===== config.mk =====
export PLATFORM = sky130hd
export DESIGN_NAME = mpu_region_unit
export DESIGN_NICKNAME = d
export VERILOG_FILES = /design/src/rtl/mpu_pkg.sv /design/src/rtl/mpu_regfile.sv /design/src/rtl/mpu_region_match.sv /design/src/rtl/mpu_priority_pick.sv /design/src/rtl/mpu_region_unit.sv
export SDC_FILE = /design/constraint.sdc
export NUM_CORES = 1
export LEC_CHECK = 0
export BUFFER_PORTS_ARGS = -buffer_cell sky130_fd_sc_hd__buf_2
export CORE_MARGIN = 5
export CORE_UTILIZATION = 56
export DETAILED_ROUTE_END_ITERATION = 12
export MAX_ROUTING_LAYER = met4
export PLACE_DENSITY = 0.77
export SYNTH_ARGS = -nofsm -noshare
export SYNTH_HDL_FRONTEND = slang
export SYNTH_SLANG_ARGS = --single-unit

===== constraint.sdc =====
create_clock -name clk -period 4.45 [get_ports clk]
set_clock_uncertainty 0.1 [all_clocks]
set_input_delay 0.89 -clock clk [delete_from_list [all_inputs] [get_ports clk]]
set_output_delay 0.89 -clock clk [all_outputs]
set_load 0.01 [all_outputs]

===== src/rtl/mpu_pkg.sv =====
`timescale 1ns/1ps
// Package: shared widths, flag positions and the permission decode used by
// the protection unit. Assumes 4-bit permission codes.
package mpu_pkg;
    localparam int FLAG_W    = 7;
    localparam int FL_READ   = 0;
    localparam int FL_WRITE  = 1;
    localparam int FL_EXEC   = 2;
    localparam int FL_DCACHE = 4;
    localparam int FL_WBACK  = 5;
    localparam int FL_ICACHE = 6;
    localparam int PERM_BITS = 4;

    typedef logic [FLAG_W-1:0] flags_t;

    // Decode one permission code for a mode; returns {write, read}.
    function automatic logic [1:0] perm_decode(input logic [PERM_BITS-1:0] code,
                                               input logic is_priv);
        logic [1:0] rw;
        case (code)
            4'd1:    rw = is_priv ? 2'b11 : 2'b00;
            4'd2:    rw = is_priv ? 2'b11 : 2'b01;
            4'd3:    rw = 2'b11;
            4'd5:    rw = is_priv ? 2'b01 : 2'b00;
            4'd6:    rw = 2'b01;
            default: rw = 2'b00;
        endcase
        return rw;
    endfunction
endpackage


===== src/rtl/mpu_regfile.sv =====
`timescale 1ns/1ps
// Module: register storage for the protection unit.
// Holds the region descriptors, the unit enable, both permission words and
// the three per-region attribute vectors. Assumes 4*NUM_REGIONS <= DATA_W.
module mpu_regfile #(
    parameter int NUM_REGIONS = 8,
    parameter int DATA_W      = 32,
    parameter int SEL_W       = 4
) (
    input  logic                                clk,
    input  logic                                rst_n,
    input  logic                                wr_en,
    input  logic [SEL_W-1:0]                    wr_sel,
    input  logic [DATA_W-1:0]                   wr_data,
    output logic [NUM_REGIONS-1:0][DATA_W-1:0]  region_q,
    output logic                                unit_en,
    output logic [4*NUM_REGIONS-1:0]            dperm_q,
    output logic [4*NUM_REGIONS-1:0]            cperm_q,
    output logic [NUM_REGIONS-1:0]              dc_q,
    output logic [NUM_REGIONS-1:0]              wb_q,
    output logic [NUM_REGIONS-1:0]              ic_q
);
    localparam int PERM_W    = 4 * NUM_REGIONS;
    localparam int SEL_CTRL  = NUM_REGIONS;
    localparam int SEL_DPERM = NUM_REGIONS + 1;
    localparam int SEL_CPERM = NUM_REGIONS + 2;
    localparam int SEL_DC    = NUM_REGIONS + 3;
    localparam int SEL_WB    = NUM_REGIONS + 4;
    localparam int SEL_IC    = NUM_REGIONS + 5;

    genvar g;
    generate
        for (g = 0; g < NUM_REGIONS; g++) begin : g_region
            // Capture region descriptor g.
            always_ff @(posedge clk) begin
                if (!rst_n)
                    region_q[g] <= '0;
                else if (wr_en && wr_sel == SEL_W'(g))
                    region_q[g] <= wr_data;
            end
        end
    endgenerate

    // Capture the control, permission and attribute registers.
    always_ff @(posedge clk) begin
        if (!rst_n) begin
            unit_en <= 1'b0;
            dperm_q <= '0;
            cperm_q <= '0;
            dc_q    <= '0;
            wb_q    <= '0;
            ic_q    <= '0;
        end else if (wr_en) begin
            if (wr_sel == SEL_W'(SEL_CTRL))  unit_en <= wr_data[0];
            if (wr_sel == SEL_W'(SEL_DPERM)) dperm_q <= wr_data[PERM_W-1:0];
            if (wr_sel == SEL_W'(SEL_CPERM)) cperm_q <= wr_data[PERM_W-1:0];
            if (wr_sel == SEL_W'(SEL_DC))    dc_q    <= wr_data[NUM_REGIONS-1:0];
            if (wr_sel == SEL_W'(SEL_WB))    wb_q    <= wr_data[NUM_REGIONS-1:0];
            if (wr_sel == SEL_W'(SEL_IC))    ic_q    <= wr_data[NUM_REGIONS-1:0];
        end
    end
endmodule


===== src/rtl/mpu_region_match.sv =====
`timescale 1ns/1ps
// Module: window comparator for one region.
// Size code s covers 2^(s+1) bytes; codes below SIZE_MIN are clamped.
// Address and base are both masked before the compare. Assumes ADDR_W <= 32.
module mpu_region_match #(
    parameter int ADDR_W    = 32,
    parameter int GRAN_LOG2 = 12,
    parameter int SIZE_MIN  = GRAN_LOG2 - 1
) (
    input  logic [ADDR_W-1:0] addr,
    input  logic [ADDR_W-1:0] desc,
    output logic              hit
);
    localparam int SPAN_W = $clog2(ADDR_W + 1) + 1;

    logic [4:0]        size_code;
    logic [4:0]        size_eff;
    logic [SPAN_W-1:0] span_log2;
    logic [ADDR_W:0]   low_fill;
    logic [ADDR_W-1:0] win_mask;
    logic [ADDR_W-1:0] base_addr;
    logic              unused_desc_bits;

    assign size_code        = desc[5:1];
    assign unused_desc_bits = ^desc[GRAN_LOG2-1:6];

    // Clamp the size code and build the window mask.
    always_comb begin
        size_eff  = (size_code < 5'(SIZE_MIN)) ? 5'(SIZE_MIN) : size_code;
        span_log2 = SPAN_W'(size_eff) + SPAN_W'(1);
        low_fill  = ((ADDR_W+1)'(1) << span_log2) - (ADDR_W+1)'(1);
        win_mask  = ~low_fill[ADDR_W-1:0];
        base_addr = {desc[ADDR_W-1:GRAN_LOG2], {GRAN_LOG2{1'b0}}};
    end

    assign hit = desc[0] && ((addr & win_mask) == (base_addr & win_mask));
endmodule


===== src/rtl/mpu_priority_pick.sv =====
`timescale 1ns/1ps
// Module: fixed-priority selector; the highest-index asserted hit wins.
module mpu_priority_pick #(
    parameter int NUM_REGIONS = 8,
    parameter int IDX_W       = $clog2(NUM_REGIONS)
) (
    input  logic [NUM_REGIONS-1:0] hits,
    output logic                   any_hit,
    output logic [IDX_W-1:0]       win_idx
);
    // Scan upward so later (higher) hits override earlier ones.
    always_comb begin
        any_hit = 1'b0;
        win_idx = '0;
        for (int i = 0; i < NUM_REGIONS; i++) begin
            if (hits[i]) begin
                any_hit = 1'b1;
                win_idx = IDX_W'(i);
            end
        end
    end
endmodule


===== src/rtl/mpu_region_unit.sv =====
`timescale 1ns/1ps
// Module: prioritized memory protection region unit (top).
// Classifies an address into access and cache flags from programmed
// regions. The flags are combinational from the register state and inputs.
// Assumes 4*NUM_REGIONS <= 32.
module mpu_region_unit #(
    parameter int NUM_REGIONS = 8,
    parameter int ADDR_W      = 32,
    parameter int GRAN_LOG2   = 12
) (
    input  logic                                clk,
    input  logic                                rst_n,
    input  logic                                wr_en,
    input  logic [$clog2(NUM_REGIONS+6)-1:0]    wr_sel,
    input  logic [ADDR_W-1:0]                   wr_data,
    input  logic [ADDR_W-1:0]                   addr,
    input  logic                                priv,
    output logic [mpu_pkg::FLAG_W-1:0]          access_flags
);
    import mpu_pkg::*;

    localparam int SEL_W = $clog2(NUM_REGIONS + 6);
    localparam int IDX_W = $clog2(NUM_REGIONS);

    logic [NUM_REGIONS-1:0][ADDR_W-1:0] region_q;
    logic                               unit_en;
    logic [4*NUM_REGIONS-1:0]           dperm_q;
    logic [4*NUM_REGIONS-1:0]           cperm_q;
    logic [NUM_REGIONS-1:0]             dc_q;
    logic [NUM_REGIONS-1:0]             wb_q;
    logic [NUM_REGIONS-1:0]             ic_q;
    logic [NUM_REGIONS-1:0]             hits;
    logic                               any_hit;
    logic [IDX_W-1:0]                   win_idx;
    logic [PERM_BITS-1:0]               dcode;
    logic [PERM_BITS-1:0]               ccode;
    logic [1:0]                         d_rw;
    logic [1:0]                         c_rw;
    flags_t                             flags_d;

    mpu_regfile #(
        .NUM_REGIONS(NUM_REGIONS),
        .DATA_W     (ADDR_W),
        .SEL_W      (SEL_W)
    ) i_regs (
        .clk     (clk),
        .rst_n   (rst_n),
        .wr_en   (wr_en),
        .wr_sel  (wr_sel),
        .wr_data (wr_data),
        .region_q(region_q),
        .unit_en (unit_en),
        .dperm_q (dperm_q),
        .cperm_q (cperm_q),
        .dc_q    (dc_q),
        .wb_q    (wb_q),
        .ic_q    (ic_q)
    );

    genvar g;
    generate
        for (g = 0; g < NUM_REGIONS; g++) begin : g_match
            mpu_region_match #(
                .ADDR_W   (ADDR_W),
                .GRAN_LOG2(GRAN_LOG2)
            ) i_match (
                .addr(addr),
                .desc(region_q[g]),
                .hit (hits[g])
            );
        end
    endgenerate

    mpu_priority_pick #(
        .NUM_REGIONS(NUM_REGIONS),
        .IDX_W      (IDX_W)
    ) i_pick (
        .hits   (hits),
        .any_hit(any_hit),
        .win_idx(win_idx)
    );

    assign dcode = dperm_q[win_idx*PERM_BITS +: PERM_BITS];
    assign ccode = cperm_q[win_idx*PERM_BITS +: PERM_BITS];
    assign d_rw  = perm_decode(dcode, priv);
    assign c_rw  = perm_decode(ccode, priv);

    // Form the result flags from the enable, the hit state and the winner.
    always_comb begin
        flags_d = '0;
        if (!unit_en) begin
            flags_d[FL_READ]  = 1'b1;
            flags_d[FL_WRITE] = 1'b1;
            flags_d[FL_EXEC]  = 1'b1;
        end else if (any_hit) begin
            flags_d[FL_READ]   = d_rw[0];
            flags_d[FL_WRITE]  = d_rw[1];
            flags_d[FL_EXEC]   = c_rw[0];
            flags_d[FL_DCACHE] = dc_q[win_idx];
            flags_d[FL_WBACK]  = dc_q[win_idx] & wb_q[win_idx];
            flags_d[FL_ICACHE] = ic_q[win_idx];
        end
    end

    assign access_flags = flags_d;
endmodule


==> results.txt, run 1 <==
Fin util = 70.4%
Critical Path Start Type = input pin
Final setup vio count = 6
Layout Area Growth over Synthesis = 23.3%
Clock sink total = 297
DIE AREA = 0.0340 mm^2
Number of I/O port buffers = 71
Antenna Violating Nets Remaining = 0
Routed vias/inst = 6.00
Post-Syn Area = 0.0171 mm^2
First-pass GRT wire length = 89,600 um
Comb pwr share = 11.1%
FF+latch area = 0.00596 mm^2
Synth top cells by count = nand2_1, dfxtp_1, a21boi_0
Hold path cells = 2
Switching Share = 25.4%
# DRC = 0
Worst reg2reg endpoint = i_regs.region_q[4]$_SDFFE_PN0P_
Rows = 63
Via count = 16,700
Status = finished, violations left
Count of unique library cells instantiated by Yosys = 86
ANT cells = 0
R2R setup slack = 3.23 ns
Tcrit/Tclk final = 111%
DP Cell Count = 2,693
Final hold slack = 0.366 ns
Post-route cell area = 0.0210 mm^2
Final net count = 2,443
Failing checks = negative setup slack
Slowest-stage cell, CP = nor4_2
TritonCTS clock tree = done
Detail Placement HPWL = 38,900 um
Crit-path cells = buf_8 > buf_12 > buf_12 > xor2_4 > a221oi_2 > nand4_1 > nor4_2 > nand3_1 > buf_6 > buf_6 > nor3b_2 > a311oi_1 > o31ai_1 > o221a_1 > buf_4 > o211a_1 > a211oi_2 > buf_2
Nature of the critical path endpoint = output port
Sequential area share after synthesis = 34.9%
Post-synth EDFFs = 0
Cts bufs inserted = 35
RSZ-0062 raised after global routing = true
Syn Area/Cell = 7.67 um^2
CP max FO = 5
Worst Hold Class = flip-flop to flip-flop
Initial antenna violation count = 0
WHS Endpoint = i_regs.dperm_q[7]$_SDFFE_PN0P_
Vias in the first global route = 15,600
Max frequency = 0.202 GHz
I/O pins = 79
Peak VDD IR = 0.000284 V
H-Tree Depth = 2
Worst EP arrival = 3.97 ns
Pins Over Slew Limit = 0
Worst setup margin = -0.509 ns
Placed instance area = 0.0190 mm^2
Routability congestion estimate = 1.01
CP Class = input pin to output port
Starting Density = 57.1%
Leakage = 0.00755 uW
Largest area contributor in the netlist = dfxtp_1
Worst Path Buf+Inv = 7
CP top delay family = compound AO/OA/AOI/OAI gates
Clk buf depth = 3
Slew margin rel. = 24.0%
Routed wire length = 59,700 um
Sequential Power Share = 42.5%
Ys async rst share = 0%
Pint = 4780 uW
CTS clock-pin slew for the worst setup and hold paths = 0.06 ns
Top-count cell post-synth = nand2_1
Worst-Skew Late Latency = 0.50 ns
YS warnings = 0
Worst EP required = 3.46 ns
Final Hold Vio Count = 0
Clk pwr share = 46.4%
Chip width = 185 um
Share of cells above drive strength 1 = 19.8%
Root buf cell = clkbuf_16
Pin count of the biggest net entering global routing = 142
Max-cap viol count = 0
P per Cell Area = 305 mW/mm^2
Setup_tns = -2.52 ns
Global route total overflow = 0
Fin cells = 2,778
Final min period = 4.96 ns
DR iter-0 viols = 1,440
Top_reg_cell synth = dfxtp_1
Post-synth top area share = 34.9%
Routed len/inst = 21.5 um
Hold Crit Start = i_regs.dperm_q[7]$_SDFFE_PN0P_
Die height = 185 um
Placeable Area = 0.0299 mm^2
Multi-input logic area = 0.0108 mm^2
Post-CTS Hold Fix Bufs = 0
Worst stage delay on the critical path = 0.34 ns
Drt pass-1 iters = 6
Fill cell count = 2,356
Slew @ Worst Pin = 1.14 ns
Global Route Usage Sum = 35.0%
Depth of the worst register-to-register path = 3
Psw = 1630 uW
Top cells by area, synth = dfxtp_1, nand2_1, a21boi_0, xor2_1, clkbuf_1
Seq cells post-synth = 297
Post-synthesis cell count = 2,224
Origin of the critical flop-to-flop path = i_regs.region_q[4]$_SDFFE_PN0P_
==> cell type report <==
class | count | share of cell area [%]
repair buffers | 288 | 11.7
well taps | 390 | 2.32
multi-input cells | 1718 | 51.6
clock inverters | 14 | 0.738
flip-flops and latches | 297 | 28.4
clock buffers | 48 | 4.93
inverters | 23 | 0.411
==> timing repair <==
| item | 4_1_cts | 5_1_grt |
|---|---|---|
| buffers inserted | 13 | 10 |
| resized for setup | 81 | 75 |
| cloned | 1 | 0 |
| setup endpoints to repair | 6 | 6 |
| pin swaps | 38 | 31 |
==> cells in the final DEF, fill, tap and decap left out, types with 8 or more instances in the layout <==
master and n:
a211oi_1 10, a21boi_0 276, a21oi_1 54, a31oi_1 15, and2_1 8, buf_12 24
buf_2 57, buf_4 177, buf_6 23, clkbuf_16 37, conb_1 17, dfxtp_1 286
dfxtp_2 10, ha_1 8, inv_1 23, mux2i_1 43, nand2_1 617, nand2b_1 9
nand3_1 31, nand3b_1 10, nand4_1 19, nor2_1 50, nor2b_1 32, nor3_1 14
nor4_1 15, o211ai_1 17, o21ai_0 79, o221ai_1 8, o22ai_1 13, or2_2 9
xnor2_1 67, xor2_1 82
==> per-stage QoR <==
step,setup slack (ns),total power [uW]
4_1_cts,-0.519,6390
3_5_place_dp,-0.700,3420
6_report,-0.509,6410
5_1_grt,-0.618,6590
3_3_place_gp,-0.651,3410
2_1_floorplan,-0.149,3130
==> worst max-delay path by stage <==
stage                      end     start  slack, ns  cells after the start
6_report       access_flags[0]  addr[31]      -0.51                     18
5_1_grt        access_flags[0]  addr[31]      -0.62                     18
4_1_cts        access_flags[1]  addr[24]      -0.52                     16
3_3_place_gp   access_flags[1]  addr[31]      -0.65                     14
2_1_floorplan  access_flags[5]  addr[27]      -0.15                     12
3_5_place_dp   access_flags[2]  addr[31]      -0.70                     19
==> power groups by stage <==
stage	registers [uW]	clock network (uW)	logic (uW)
after detailed placement	2780	0	637
after global placement	2780	0	634
after floorplan	2770	0	364
after global routing	2720	3130	741
final	2720	2980	709
after CTS	2720	3000	664
==> worst register-to-register path: stages (launching register included) <==
cell	delay [ns]
dfxtp_1	0.57
buf_4	0.24
nand2_1	0.06
a21boi_0	0.18
==> registers in the layout, summed over array words and instances (netlist names) <==
name             flops
i_regs.wb_q          8
i_regs.region_q    208
i_regs.dperm_q      32
i_regs.cperm_q      32
i_regs.dc_q          8
i_regs.ic_q          8
i_regs.unit_en       1
==> per-layer routing <==
layer | vias to the layer above | GRT usage (%) | wire length [um]
met5 | - | - | 0
met4 | 0 | 14.8 | 3230
met3 | 191 | 8.92 | 6550
met2 | 764 | 51.7 | 26000
met1 | 7838 | 45.5 | 24000
li1 | 7873 | - | -
==> logic make-up (layout without fill, tap and decap cells) <==
family | Yosys count | in the layout | share of synthesized area (%)
AND/OR/NAND/NOR | 879 | 880 | 22.6
AO/OA/AOI/OAI | 590 | 590 | 24.5
flip-flops | 297 | 297 | 34.9
buffers and inverters | 225 | 373 | 5.22
XOR/XNOR | 166 | 166 | 8.53
multiplexers | 55 | 55 | 3.49
adder cells (fa/ha/maj) | 10 | 10 | 0.712
other | 2 | 17 | 0.0440
No activity file was read; power rests on OpenSTA's default activity.
==> run 2, diff against run 1 <==
--- a/config.mk
+++ b/config.mk
@@ -7,10 +7,11 @@
 export LEC_CHECK = 0
 export BUFFER_PORTS_ARGS = -buffer_cell sky130_fd_sc_hd__buf_2
 export CORE_MARGIN = 5
-export CORE_UTILIZATION = 56
+export CORE_UTILIZATION = 58
+export CTS_BUF_LIST = sky130_fd_sc_hd__clkbuf_8
 export DETAILED_ROUTE_END_ITERATION = 12
 export MAX_ROUTING_LAYER = met4
-export PLACE_DENSITY = 0.77
+export PLACE_DENSITY = 0.79
 export SYNTH_ARGS = -nofsm -noshare
 export SYNTH_HDL_FRONTEND = slang
 export SYNTH_SLANG_ARGS = --single-unit
==> run 2 against run 1 <==
- the flow still finishes with violations (negative setup slack)
- power is 7.3% lower
- sequential share of layout area is 0.50 points higher
- count of clock-buffer cells in the layout is 18 higher
- register-to-register slack better by 0.07 ns
- core utilization is 1.3 points higher
- wire length is 0.73% higher
- largest cell class unchanged
- critical path depth is 3 lower
- fmax is 0.48% lower
- setup slack worse by 0.024 ns
- hold slack worse by 0.0019 ns
==> results.txt, run 2 (synthesis gave the netlist of run 1 again) <==
Global Route Usage Sum = 35.4%
Final setup vio count = 6
Largest Register = i_regs.region_q
Crit path depth = 15
Slowest-stage cell, CP = and4_4
Worst stage delay on the critical path = 0.34 ns
Clk buf depth = 3
Depth of the worst register-to-register path = 3
H-Tree Depth = 2
Via count = 17,100
Antenna Violating Nets Remaining = 0
Leakage = 0.00749 uW
Routed len/inst = 21.6 um
Worst Hold Class = flip-flop to flip-flop
Rows = 62
Max frequency = 0.201 GHz
Most common cell after layout, fill and taps aside = nand2_1
Placeable Area = 0.0289 mm^2
Number of I/O port buffers = 71
Share of cells above drive strength 1 = 19.7%
Status = finished, violations left
Pins Over Slew Limit = 0
Setup_tns = -2.58 ns
R2R setup slack = 3.30 ns
Global route total overflow = 0
Clock sink total = 297
Final net count = 2,444
Post-route cell area = 0.0207 mm^2
Routability congestion estimate = 0.968
I/O pins = 79
Routed wire length = 60,200 um
Worst-Skew Late Latency = 0.58 ns
CTS clock-pin slew for the worst setup and hold paths = 0.06 ns
Drt pass-1 iters = 5
First-pass GRT wire length = 89,500 um
Fill cell count = 2,285
RSZ-0062 raised after global routing = true
Root buf cell = clkbuf_8
Slew margin rel. = 23.7%
Detail Placement HPWL = 38,400 um
Initial antenna violation count = 2
P per Cell Area = 287 mW/mm^2
Worst reg2reg endpoint = i_regs.region_q[4]$_SDFFE_PN0P_
Post-CTS Hold Fix Bufs = 0
Critical Path Start Type = input pin
Cts bufs inserted = 51
Starting Density = 59.1%
Failing checks = negative setup slack
CP top delay family = compound AO/OA/AOI/OAI gates
Placed instance area = 0.0188 mm^2
DR iter-0 viols = 1,980
Nature of the critical path endpoint = output port
Chip width = 181 um
Slew @ Worst Pin = 1.14 ns
Final min period = 4.98 ns
CP max FO = 4
TritonCTS clock tree = done
Hold path cells = 2
Origin of the critical flop-to-flop path = i_regs.region_q[4]$_SDFFE_PN0P_
Routed vias/inst = 6.13
Pin count of the biggest net entering global routing = 160
Die height = 181 um
Largest register FFs = 208
CP Class = input pin to output port
Top cell by count, worst path = buf_4
Vias in the first global route = 15,600
Commonest non-fill, non-tap cells in the layout = nand2_1, dfxtp_1, a21boi_0, buf_4, xor2_1
# DRC = 0
Hold Crit Start = i_regs.region_q[32]$_SDFFE_PN0P_
Top flop regs = i_regs.region_q x208, i_regs.cperm_q x32, i_regs.dperm_q x32
Tcrit/Tclk final = 112%
Max-cap viol count = 0
Final Hold Vio Count = 0
Layout Area Growth over Synthesis = 21.3%
Worst setup margin = -0.533 ns
Worst Path Buf+Inv = 4
Worst EP required = 3.46 ns
Crit-path cells = buf_8 > xor2_4 > a221oi_2 > o211ai_1 > a2111oi_2 > buf_4 > nand4_1 > and4_4 > nand2_1 > o221ai_2 > o221a_1 > buf_4 > maj3_2 > o31ai_4 > buf_2
DIE AREA = 0.0329 mm^2
Worst EP arrival = 3.99 ns
Peak VDD IR = 0.000265 V
WHS Endpoint = i_regs.region_q[32]$_SDFFE_PN0P_
## run 2: cell type report
cell class | count | area, um^2 | area share [%]
clock inverters | 23 | 128 | 0.617
well taps | 384 | 480 | 2.32
clock buffers | 66 | 908 | 4.39
flip-flops and latches | 297 | 5970 | 28.9
diodes | 2 | 5.00 | 0.0242
multi-input cells | 1718 | 10800 | 52.2
repair buffers | 273 | 2310 | 11.2
inverters | 23 | 86.3 | 0.417
## run 2: routing by layer
layer / GRT usage [%] / part of all wire [%] / vias up
li1: - / - / 7868
met1: 47.1 / 40 / 8107
met2: 51.8 / 43 / 884
met3: 7.04 / 11 / 218
met4: 17.1 / 5.5 / 0
met5: - / 0 / -
## run 2: through the flow
step / setup WS (ns) / util [%] / hold slack [ns] / instances / total power [uW]
4_1_cts: -0.444 / 70.1 / 0.366 / 2773 / 5910
2_1_floorplan: -0.149 / - / 0.338 / 2239 / 3130
3_3_place_gp: -0.659 / 65.3 / 0.349 / 2676 / 3400
3_5_place_dp: -0.602 / 65.3 / 0.358 / 2676 / 3410
5_1_grt: -0.611 / 71.7 / 0.384 / 2785 / 6130
6_report: -0.533 / 71.7 / 0.364 / 2786 / 5940
## run 2: worst max path at each step
stage,from,endpoint,slack (ns)
after floorplan,addr[27],access_flags[5],-0.15
after global placement,addr[31],access_flags[1],-0.66
after detailed placement,addr[31],access_flags[1],-0.60
after CTS,addr[27],access_flags[1],-0.44
after global routing,addr[27],access_flags[1],-0.61
final,addr[27],access_flags[1],-0.53
## run 2: worst min-delay path, cell delays in order (launching register included)
cell      delay, ns
dfxtp_1        0.31
nand2_1        0.04
a21boi_0       0.06
## run 2: power by group
group / switching (uW) / leakage (uW) / total (uW) / internal, uW
clock: 1150 / 0.000597 / 2530 / 1380
combinational: 426 / 0.00449 / 694 / 268
sequential: 28.5 / 0.00241 / 2720 / 2690
## run 2: what timing repair did
action,4_1_cts,5_1_grt
endpoints found under the setup margin,6,6
setup buffers,7,11
gates resized for setup,60,84
gates cloned,1,1
pin swaps,19,35
